File: config.mk
export PLATFORM = sky130hd
export DESIGN_NAME = pwmc_top
export DESIGN_NICKNAME = d
export VERILOG_FILES = /design/src/rtl/pwmc_pkg.sv /design/src/rtl/pwmc_regs.sv /design/src/rtl/pwmc_prescale.sv /design/src/rtl/pwmc_channel.sv /design/src/rtl/pwmc_top.sv
export SDC_FILE = /design/constraint.sdc
export NUM_CORES = 2
export LEC_CHECK = 0
export BUFFER_PORTS_ARGS = -buffer_cell sky130_fd_sc_hd__buf_2
export CELL_PAD_IN_SITES_DETAIL_PLACEMENT = 1
export CELL_PAD_IN_SITES_GLOBAL_PLACEMENT = 1
export CORE_MARGIN = 4
export CORE_UTILIZATION = 49
export CTS_BUF_LIST = sky130_fd_sc_hd__clkbuf_4
export DETAILED_ROUTE_END_ITERATION = 6
export GPL_ROUTABILITY_DRIVEN = 0
export PLACE_DENSITY_LB_ADDON = 0.1
export SLEW_MARGIN = 10
export SYNTH_ARGS = -nofsm -noshare
export SYNTH_HDL_FRONTEND = slang
export SYNTH_SLANG_ARGS = --single-unit
File: constraint.sdc
create_clock -name clk -period 4.33 [get_ports clk]
set_clock_uncertainty 0.2 [all_clocks]
set_input_delay 0.433 -clock clk [delete_from_list [all_inputs] [get_ports clk]]
set_output_delay 0.433 -clock clk [all_outputs]
set_load 0.03 [all_outputs]
File: src/rtl/pwmc_pkg.sv
package pwmc_pkg;

    localparam int NUM_CH     = 5;
    localparam int CNT_W      = 13;
    localparam int DIV_W      = 3;
    localparam int DATA_W     = 32;
    localparam int ADDR_W     = 9;
    localparam int AUX_W      = 16;
    localparam int WIN_BASE   = 16;
    localparam int WIN_STRIDE = 64;

    // byte offsets inside one channel window
    localparam int OFS_CTRL   = 0;
    localparam int OFS_SPARE0 = 4;
    localparam int OFS_SPARE1 = 8;
    localparam int OFS_SPARE2 = 12;
    localparam int OFS_SPARE3 = 40;
    localparam int OFS_PERIOD = 44;
    localparam int OFS_THRESH = 48;

    typedef enum logic {
        CH_OFF = 1'b0,
        CH_RUN = 1'b1
    } ch_state_t;

endpackage

File: src/rtl/pwmc_regs.sv
module pwmc_regs #(
    parameter int NUM_CH     = pwmc_pkg::NUM_CH,
    parameter int CNT_W      = pwmc_pkg::CNT_W,
    parameter int DIV_W      = pwmc_pkg::DIV_W,
    parameter int ADDR_W     = pwmc_pkg::ADDR_W,
    parameter int DATA_W     = pwmc_pkg::DATA_W,
    parameter int AUX_W      = pwmc_pkg::AUX_W,
    parameter int WIN_BASE   = pwmc_pkg::WIN_BASE,
    parameter int WIN_STRIDE = pwmc_pkg::WIN_STRIDE
) (
    input  logic                             clk,
    input  logic                             rst_n,
    input  logic                             bus_wr,
    input  logic [ADDR_W-1:0]                bus_addr,
    input  logic [DATA_W-1:0]                bus_wdata,
    output logic [DATA_W-1:0]                bus_rdata,
    output logic [NUM_CH-1:0]                en_bits,
    output logic [NUM_CH-1:0][DIV_W-1:0]     div_sel,
    output logic [NUM_CH-1:0][CNT_W-1:0]     per_val,
    output logic [NUM_CH-1:0][CNT_W-1:0]     thr_val
);
    import pwmc_pkg::*;

    logic                          s_en;
    logic [NUM_CH-1:0]             s_ctrl, s_sp0, s_sp1, s_sp2, s_sp3, s_per, s_thr;

    logic [NUM_CH-1:0]             en_q;
    logic [NUM_CH-1:0][AUX_W-1:0]  ctrl_q, sp0_q, sp1_q, sp2_q, sp3_q;
    logic [NUM_CH-1:0][CNT_W-1:0]  per_q, thr_q;

    logic                          unused_wdata;
    assign unused_wdata = ^bus_wdata[DATA_W-1:AUX_W];

    assign s_en = (bus_addr == '0);

    for (genvar i = 0; i < NUM_CH; i++) begin : g_dec
        localparam logic [ADDR_W-1:0] BASE = ADDR_W'(WIN_BASE + i * WIN_STRIDE);
        assign s_ctrl[i] = (bus_addr == BASE + ADDR_W'(OFS_CTRL));
        assign s_sp0[i]  = (bus_addr == BASE + ADDR_W'(OFS_SPARE0));
        assign s_sp1[i]  = (bus_addr == BASE + ADDR_W'(OFS_SPARE1));
        assign s_sp2[i]  = (bus_addr == BASE + ADDR_W'(OFS_SPARE2));
        assign s_sp3[i]  = (bus_addr == BASE + ADDR_W'(OFS_SPARE3));
        assign s_per[i]  = (bus_addr == BASE + ADDR_W'(OFS_PERIOD));
        assign s_thr[i]  = (bus_addr == BASE + ADDR_W'(OFS_THRESH));

        assign div_sel[i] = ctrl_q[i][DIV_W-1:0];
        assign per_val[i] = per_q[i];
        assign thr_val[i] = thr_q[i];
    end

    assign en_bits = en_q;

    always_ff @(posedge clk) begin
        if (!rst_n) begin
            en_q   <= '0;
            ctrl_q <= '0;
            sp0_q  <= '0;
            sp1_q  <= '0;
            sp2_q  <= '0;
            sp3_q  <= '0;
            per_q  <= '0;
            thr_q  <= '0;
        end else if (bus_wr) begin
            if (s_en) begin
                en_q <= bus_wdata[NUM_CH-1:0];
            end
            for (int i = 0; i < NUM_CH; i++) begin
                if (s_ctrl[i]) ctrl_q[i] <= bus_wdata[AUX_W-1:0];
                if (s_sp0[i])  sp0_q[i]  <= bus_wdata[AUX_W-1:0];
                if (s_sp1[i])  sp1_q[i]  <= bus_wdata[AUX_W-1:0];
                if (s_sp2[i])  sp2_q[i]  <= bus_wdata[AUX_W-1:0];
                if (s_sp3[i])  sp3_q[i]  <= bus_wdata[AUX_W-1:0];
                if (s_per[i])  per_q[i]  <= bus_wdata[CNT_W-1:0];
                if (s_thr[i])  thr_q[i]  <= bus_wdata[CNT_W-1:0];
            end
        end
    end

    always_comb begin
        bus_rdata = '0;
        if (s_en) begin
            bus_rdata = DATA_W'(en_q);
        end
        for (int i = 0; i < NUM_CH; i++) begin
            if (s_ctrl[i]) bus_rdata = DATA_W'(ctrl_q[i]);
            if (s_sp0[i])  bus_rdata = DATA_W'(sp0_q[i]);
            if (s_sp1[i])  bus_rdata = DATA_W'(sp1_q[i]);
            if (s_sp2[i])  bus_rdata = DATA_W'(sp2_q[i]);
            if (s_sp3[i])  bus_rdata = DATA_W'(sp3_q[i]);
            if (s_per[i])  bus_rdata = DATA_W'(per_q[i]);
            if (s_thr[i])  bus_rdata = DATA_W'(thr_q[i]);
        end
    end

endmodule

File: src/rtl/pwmc_prescale.sv
module pwmc_prescale #(
    parameter int DIV_W = pwmc_pkg::DIV_W
) (
    input  logic             clk,
    input  logic             rst_n,
    input  logic             clear,
    input  logic [DIV_W-1:0] div,
    output logic             tick
);
    localparam int PRE_W = (1 << DIV_W) - 1;

    logic [PRE_W-1:0] pre_q;
    logic [PRE_W-1:0] mask;

    // terminal count 2^div - 1, built as a thermometer of div ones
    always_comb begin
        mask = '0;
        for (int b = 0; b < PRE_W; b++) begin
            mask[b] = (b < int'(div));
        end
    end

    assign tick = (pre_q == mask) && !clear;

    always_ff @(posedge clk) begin
        if (!rst_n) begin
            pre_q <= '0;
        end else if (clear || tick) begin
            pre_q <= '0;
        end else begin
            pre_q <= pre_q + PRE_W'(1);
        end
    end

endmodule

File: src/rtl/pwmc_channel.sv
module pwmc_channel #(
    parameter int CNT_W = pwmc_pkg::CNT_W,
    parameter int DIV_W = pwmc_pkg::DIV_W
) (
    input  logic             clk,
    input  logic             rst_n,
    input  logic             enable,
    input  logic [DIV_W-1:0] div_in,
    input  logic [CNT_W-1:0] per_in,
    input  logic [CNT_W-1:0] thr_in,
    output logic             pwm_o,
    output logic [CNT_W-1:0] cnt_o,
    output logic [CNT_W-1:0] per_sh_o,
    output logic [CNT_W-1:0] thr_sh_o
);
    import pwmc_pkg::*;

    ch_state_t        state_q, state_d;
    logic [CNT_W-1:0] cnt_q, per_q, thr_q;
    logic [DIV_W-1:0] div_q;
    logic [CNT_W:0]   cnt_inc;
    logic             tick, wrap, running;

    assign running = (state_q == CH_RUN);
    assign cnt_inc = {1'b0, cnt_q} + (CNT_W + 1)'(1);
    assign wrap    = (cnt_inc >= {1'b0, per_q});

    pwmc_prescale #(.DIV_W(DIV_W)) u_pre (
        .clk   (clk),
        .rst_n (rst_n),
        .clear (!running),
        .div   (div_q),
        .tick  (tick)
    );

    // state register
    always_ff @(posedge clk) begin
        if (!rst_n) begin
            state_q <= CH_OFF;
        end else begin
            state_q <= state_d;
        end
    end

    // transitions: enable-set and enable-clear
    always_comb begin
        state_d = state_q;
        unique case (state_q)
            CH_OFF: if (enable)  state_d = CH_RUN;
            CH_RUN: if (!enable) state_d = CH_OFF;
        endcase
    end

    // counter and shadow copies
    always_ff @(posedge clk) begin
        if (!rst_n) begin
            cnt_q <= '0;
            per_q <= '0;
            thr_q <= '0;
            div_q <= '0;
        end else if (!running) begin
            cnt_q <= '0;
            per_q <= per_in;
            thr_q <= thr_in;
            div_q <= div_in;
        end else if (tick) begin
            if (wrap) begin
                cnt_q <= '0;
                per_q <= per_in;
                thr_q <= thr_in;
                div_q <= div_in;
            end else begin
                cnt_q <= cnt_inc[CNT_W-1:0];
            end
        end
    end

    // outputs
    always_comb begin
        pwm_o    = running && (cnt_q < thr_q);
        cnt_o    = cnt_q;
        per_sh_o = per_q;
        thr_sh_o = thr_q;
    end

endmodule

File: src/rtl/pwmc_top.sv
module pwmc_top #(
    parameter int NUM_CH     = pwmc_pkg::NUM_CH,
    parameter int CNT_W      = pwmc_pkg::CNT_W,
    parameter int DIV_W      = pwmc_pkg::DIV_W,
    parameter int ADDR_W     = pwmc_pkg::ADDR_W,
    parameter int DATA_W     = pwmc_pkg::DATA_W,
    parameter int AUX_W      = pwmc_pkg::AUX_W,
    parameter int WIN_BASE   = pwmc_pkg::WIN_BASE,
    parameter int WIN_STRIDE = pwmc_pkg::WIN_STRIDE
) (
    input  logic              clk,
    input  logic              rst_n,
    input  logic              bus_wr,
    input  logic [ADDR_W-1:0] bus_addr,
    input  logic [DATA_W-1:0] bus_wdata,
    output logic [DATA_W-1:0] bus_rdata,
    output logic [NUM_CH-1:0] pwm_out
);
    logic [NUM_CH-1:0]            en_bits;
    logic [NUM_CH-1:0][DIV_W-1:0] div_sel;
    logic [NUM_CH-1:0][CNT_W-1:0] per_val, thr_val;
    logic [NUM_CH-1:0][CNT_W-1:0] cnt_all, per_sh_all, thr_sh_all;

    pwmc_regs #(
        .NUM_CH     (NUM_CH),
        .CNT_W      (CNT_W),
        .DIV_W      (DIV_W),
        .ADDR_W     (ADDR_W),
        .DATA_W     (DATA_W),
        .AUX_W      (AUX_W),
        .WIN_BASE   (WIN_BASE),
        .WIN_STRIDE (WIN_STRIDE)
    ) u_regs (
        .clk       (clk),
        .rst_n     (rst_n),
        .bus_wr    (bus_wr),
        .bus_addr  (bus_addr),
        .bus_wdata (bus_wdata),
        .bus_rdata (bus_rdata),
        .en_bits   (en_bits),
        .div_sel   (div_sel),
        .per_val   (per_val),
        .thr_val   (thr_val)
    );

    for (genvar i = 0; i < NUM_CH; i++) begin : g_ch
        pwmc_channel #(.CNT_W(CNT_W), .DIV_W(DIV_W)) u_ch (
            .clk      (clk),
            .rst_n    (rst_n),
            .enable   (en_bits[i]),
            .div_in   (div_sel[i]),
            .per_in   (per_val[i]),
            .thr_in   (thr_val[i]),
            .pwm_o    (pwm_out[i]),
            .cnt_o    (cnt_all[i]),
            .per_sh_o (per_sh_all[i]),
            .thr_sh_o (thr_sh_all[i])
        );
    end

endmodule

==> reports/qor.txt <==
===============================================================================
Status ........................................................... finished, violations left
Failing checks ................................................... setup timing
Critical Path RT .................................................      3700 ps
Number of DRC markers after the initial detailed-route iteration .        4,677
Total chip power .................................................    0.01466 W
Aggregate negative setup slack ...................................    -401.7 ps
Ys async rst share ...............................................           0%
Via count of the first global-routing pass .......................       40,210
Final-report hold violation count ................................            0
Largest net degree at the start of global routing ................          111
Clock sink count .................................................          785
Power density cells .............................................. 333.1 mW/mm^2
Number of distinct library cells after synthesis .................           94
Final setup slack of the worst path ..............................    -177.7 ps
Antenna Nets Post-Route ..........................................            0
Floorplan row count ..............................................          102
Summed area of non-filler cells in the final layout .............. 0.04402 mm^2
Source of the critical timing path ............................... u_regs.div_sel[6]
Post-DP Area ..................................................... 0.04082 mm^2
Final WL .........................................................     159.7 mm
Min-Delay Path Class ............................................. primary input to register
Cell depth of the worst min-delay path ...........................            8
Arrival @ worst endpoint .........................................      3870 ps
Commonest register cell after synthesis .......................... sky130_fd_sc_hd__dfxtp_1
Post-synthesis register bit count ................................          785
Slew at the pin closest to its max-slew limit ....................      1282 ps
PortBufs .........................................................           48
Number of nets at the end of the flow ............................        5,416
Later-pin clock latency in the skew report .......................      1150 ps
TritonCTS clock tree .............................................          yes
Source of the worst hold timing path .............................  bus_addr[7]
Clock buffers created by TritonCTS ...............................          211
Area overhead of the layout relative to synthesis ................       13.50%
First-pass DRT Iterations ........................................            6
VDD IR max .......................................................     210.3 uV
Maxcap violations ................................................            0
Pins over their slew limit .......................................            0
Clock transition at path regs ....................................        70 ps
Final min period .................................................      4508 ps
Std-Cell Core Area ............................................... 0.07798 mm^2
Post-detail-place hpwl ...........................................     108.6 mm
Post-synth EDFFs .................................................            0
Number of buffers on the longest clock path ......................            3
Setup Viol. Count Final ..........................................            4
Number of cells on the worst reg-to-reg path .....................           15
Wire per inst ....................................................     24.77 um
CP Class ......................................................... register to output port
Die Y-Extent .....................................................     289.3 um
GRT Overall Usage ................................................       37.21%
Crit path max fanout .............................................            2
Highest Clock Rate ...............................................    221.8 MHz
CP Launch Type ...................................................     register
Boundary Pins ....................................................           81
Sequential share of the synthesized area .........................       40.52%
Slowest library cell on the worst path ........................... sky130_fd_sc_hd__or4b_4
Die boundary width ...............................................     289.3 um
CP max stage delay ...............................................       540 ps
Share of the clock period used by the worst path .................       104.1%
Launch point of the worst reg-to-reg path ........................ g_ch[0].u_ch.cnt_o[0]
Rel. slew slack ..................................................       14.50%
Wire length of the first global-routing pass .....................     241.5 mm
Synthesized area per cell ........................................   7.608 um^2
Fraction of layout cells with a size suffix above 1 ..............       13.24%
Antenna violations before repair .................................           14
Hold Path End .................................................... u_regs.sp0_q[2]
Worst flop-to-flop path endpoint ................................. g_ch[0].u_ch.cnt_o[2]
Worst reg-to-reg setup slack .....................................       320 ps
Remaining DRCs ...................................................            0
Number of cells in the finished layout apart from fillers ........        6,447
Leakage power ....................................................     15.61 nW
Unrepaired setup endpoints after global routing ..................          yes
Overflow after GRT ...............................................            0
Die area ......................................................... 0.08371 mm^2
H-tree depth reported by CTS .....................................            4
Cell Area, Synth ................................................. 0.03878 mm^2
Worst slack at placement .........................................    -86.14 ps
Crit end category ................................................  output port
Total instance count after detailed placement ....................        6,032
Synth Warn # .....................................................            0
Ordered cell list for the critical path .......................... or4b_4 -> o2111a_1 -> a22o_1 -> a21o_1 -> or4_4 -> a211o_1 -> a31oi_4 -> nor3_4 -> buf_6
Starting density of the core .....................................       49.74%
Root buffer cell ................................................. sky130_fd_sc_hd__clkbuf_4
Routed via count .................................................       40,520
Vias per inst ....................................................        6.284
Count of mapped cells out of synthesis ...........................        5,098
===============================================================================
## per-stage QoR
stage	hold slack [ps]	util (%)
6_report	103.6	56.45
5_1_grt	94.38	56.44
4_1_cts	31.47	56.23
3_5_place_dp	246.7	52.35
3_3_place_gp	238.2	52.35
2_1_floorplan	231.2	-
## worst max-delay path: cells and delay by family, from the launching register on
kind            cells  cell delay (ps)
compound gates      5             1140
simple gates        3             1070
flops               1              370
buf+inv             1              150
## cells by family (layout without fill, tap and decap cells)
logic type	count (synthesis)	after routing	share of synthesized area [%]
other	1	29	0.009669
multiplexers	103	103	2.820
AO/OA/AOI/OAI	1353	1354	21.25
AND/OR/NAND/NOR	2073	2073	23.15
XOR/XNOR	81	81	1.829
adder cells (fa/ha/maj)	135	135	4.355
flip-flops	785	785	40.52
buffers and inverters	567	847	6.072
## sequential cells by signal, summed over array words and instances (netlist names)
| signal | flops |
|---|---|
| g_ch.u_ch.per_sh_o | 65 |
| g_ch.u_ch.running | 5 |
| g_ch.u_ch.cnt_o | 65 |
| g_ch.u_ch.u_pre.pre_q | 35 |
| u_regs.sp1_q | 80 |
| u_regs.div_sel | 15 |
| u_regs.thr_val | 65 |
| u_regs.sp3_q | 80 |
| u_regs.sp0_q | 80 |
| g_ch.u_ch.thr_sh_o | 65 |
| u_regs.sp2_q | 80 |
| g_ch.u_ch.div_q | 15 |
| u_regs.per_val | 65 |
| u_regs.ctrl_q | 65 |
| u_regs.en_bits | 5 |
## placed cells by master, fill, tap and decap left out, drive strengths merged, types with 17 or more instances in the layout
master / instances
and2: 19
nand3b: 18
nor2b: 23
clkbuf: 317
nand2b: 28
o211ai: 49
a21o: 45
nand3: 246
ha: 135
mux2i: 98
o22ai: 57
a22o: 17
o221ai: 17
o31ai: 33
a21oi: 715
o21ai: 145
xnor2: 44
nor3: 57
nand4: 21
dlygate4sd3: 27
inv: 161
a221oi: 32
xor2: 37
dfxtp: 785
nor2: 254
nand2: 1276
a22oi: 41
a211oi: 26
clkinv: 43
buf: 297
nor4: 17
and3: 40
a31oi: 23
## power breakdown
group | leakage, nW | switching [W] | internal (W)
combinational | 7.69 | 0.000547 | 0.000140
clock | 1.59 | 0.00335 | 0.00340
sequential | 6.32 | 0.00000339 | 0.00722
total | 15.6 | 0.00390 | 0.0108
## worst max path at each step
stage | end | slack [ps] | cells after the start
after detailed placement | bus_rdata[8] | -90 | 11
after global routing | bus_rdata[0] | -240 | 9
after global placement | bus_rdata[8] | -80 | 11
after floorplan | g_ch[4].u_ch.cnt_o[6] | 590 | 15
final | bus_rdata[0] | -180 | 9
after CTS | bus_rdata[0] | -250 | 9
## routing by layer
layer  vias up  part of all wire [%]  global-route usage, %
met5         -                 0.048                      0
met4        10                   5.7                  19.90
met3       548                    10                  9.284
met2      2040                    43                  56.79
met1     19840                    41                  48.52
li1      18080                     -                      -
## Yosys cell counts, types with 28 or more instances
library cell               number  share of area (%)
sky130_fd_sc_hd__o21ai_0      141                1.8
sky130_fd_sc_hd__inv_1        151                1.5
sky130_fd_sc_hd__nand3_1      246                3.2
sky130_fd_sc_hd__xor2_1        37               0.84
sky130_fd_sc_hd__nor3_1        50               0.65
sky130_fd_sc_hd__a21o_1        45               0.87
sky130_fd_sc_hd__a22oi_1       41               0.79
sky130_fd_sc_hd__o31ai_1       32               0.62
sky130_fd_sc_hd__and3_1        40               0.65
sky130_fd_sc_hd__nor2_1       247                2.4
sky130_fd_sc_hd__o211ai_1      49               0.95
sky130_fd_sc_hd__o22ai_1       57               0.92
sky130_fd_sc_hd__a21oi_1      713                9.2
sky130_fd_sc_hd__ha_1         135                4.4
sky130_fd_sc_hd__mux2i_1       98                2.5
sky130_fd_sc_hd__buf_2         79                1.0
sky130_fd_sc_hd__nand2_1     1276                 12
sky130_fd_sc_hd__clkbuf_1     285                2.8
sky130_fd_sc_hd__a221oi_1      32               0.72
sky130_fd_sc_hd__nand2b_1      28               0.45
sky130_fd_sc_hd__dfxtp_1      785                 41
sky130_fd_sc_hd__xnor2_1       44               0.99
sky130_fd_sc_hd__buf_4         28               0.54
## area by class of cell
class | instances | area (um^2)
antenna | 13 | 32.53
clock buffer | 317 | 2380
clock inverter | 53 | 289.0
fill | 9824 | 33960
inverter | 153 | 581.8
multi-input combinational | 3762 | 21060
sequential | 785 | 15720
tap | 1040 | 1301
timing repair buffer | 324 | 2655
## repair_timing
action / in CTS / in global routing
hold buffers: 27 / 0
pin swaps: 5 / 4
gates resized for setup: 23 / 23
setup endpoints to repair: 9 / 84
gates cloned: 0 / 1
endpoints found under the hold margin: 617 / 0
buffers inserted: 1 / 3
(Power assumes the default switching activity.)
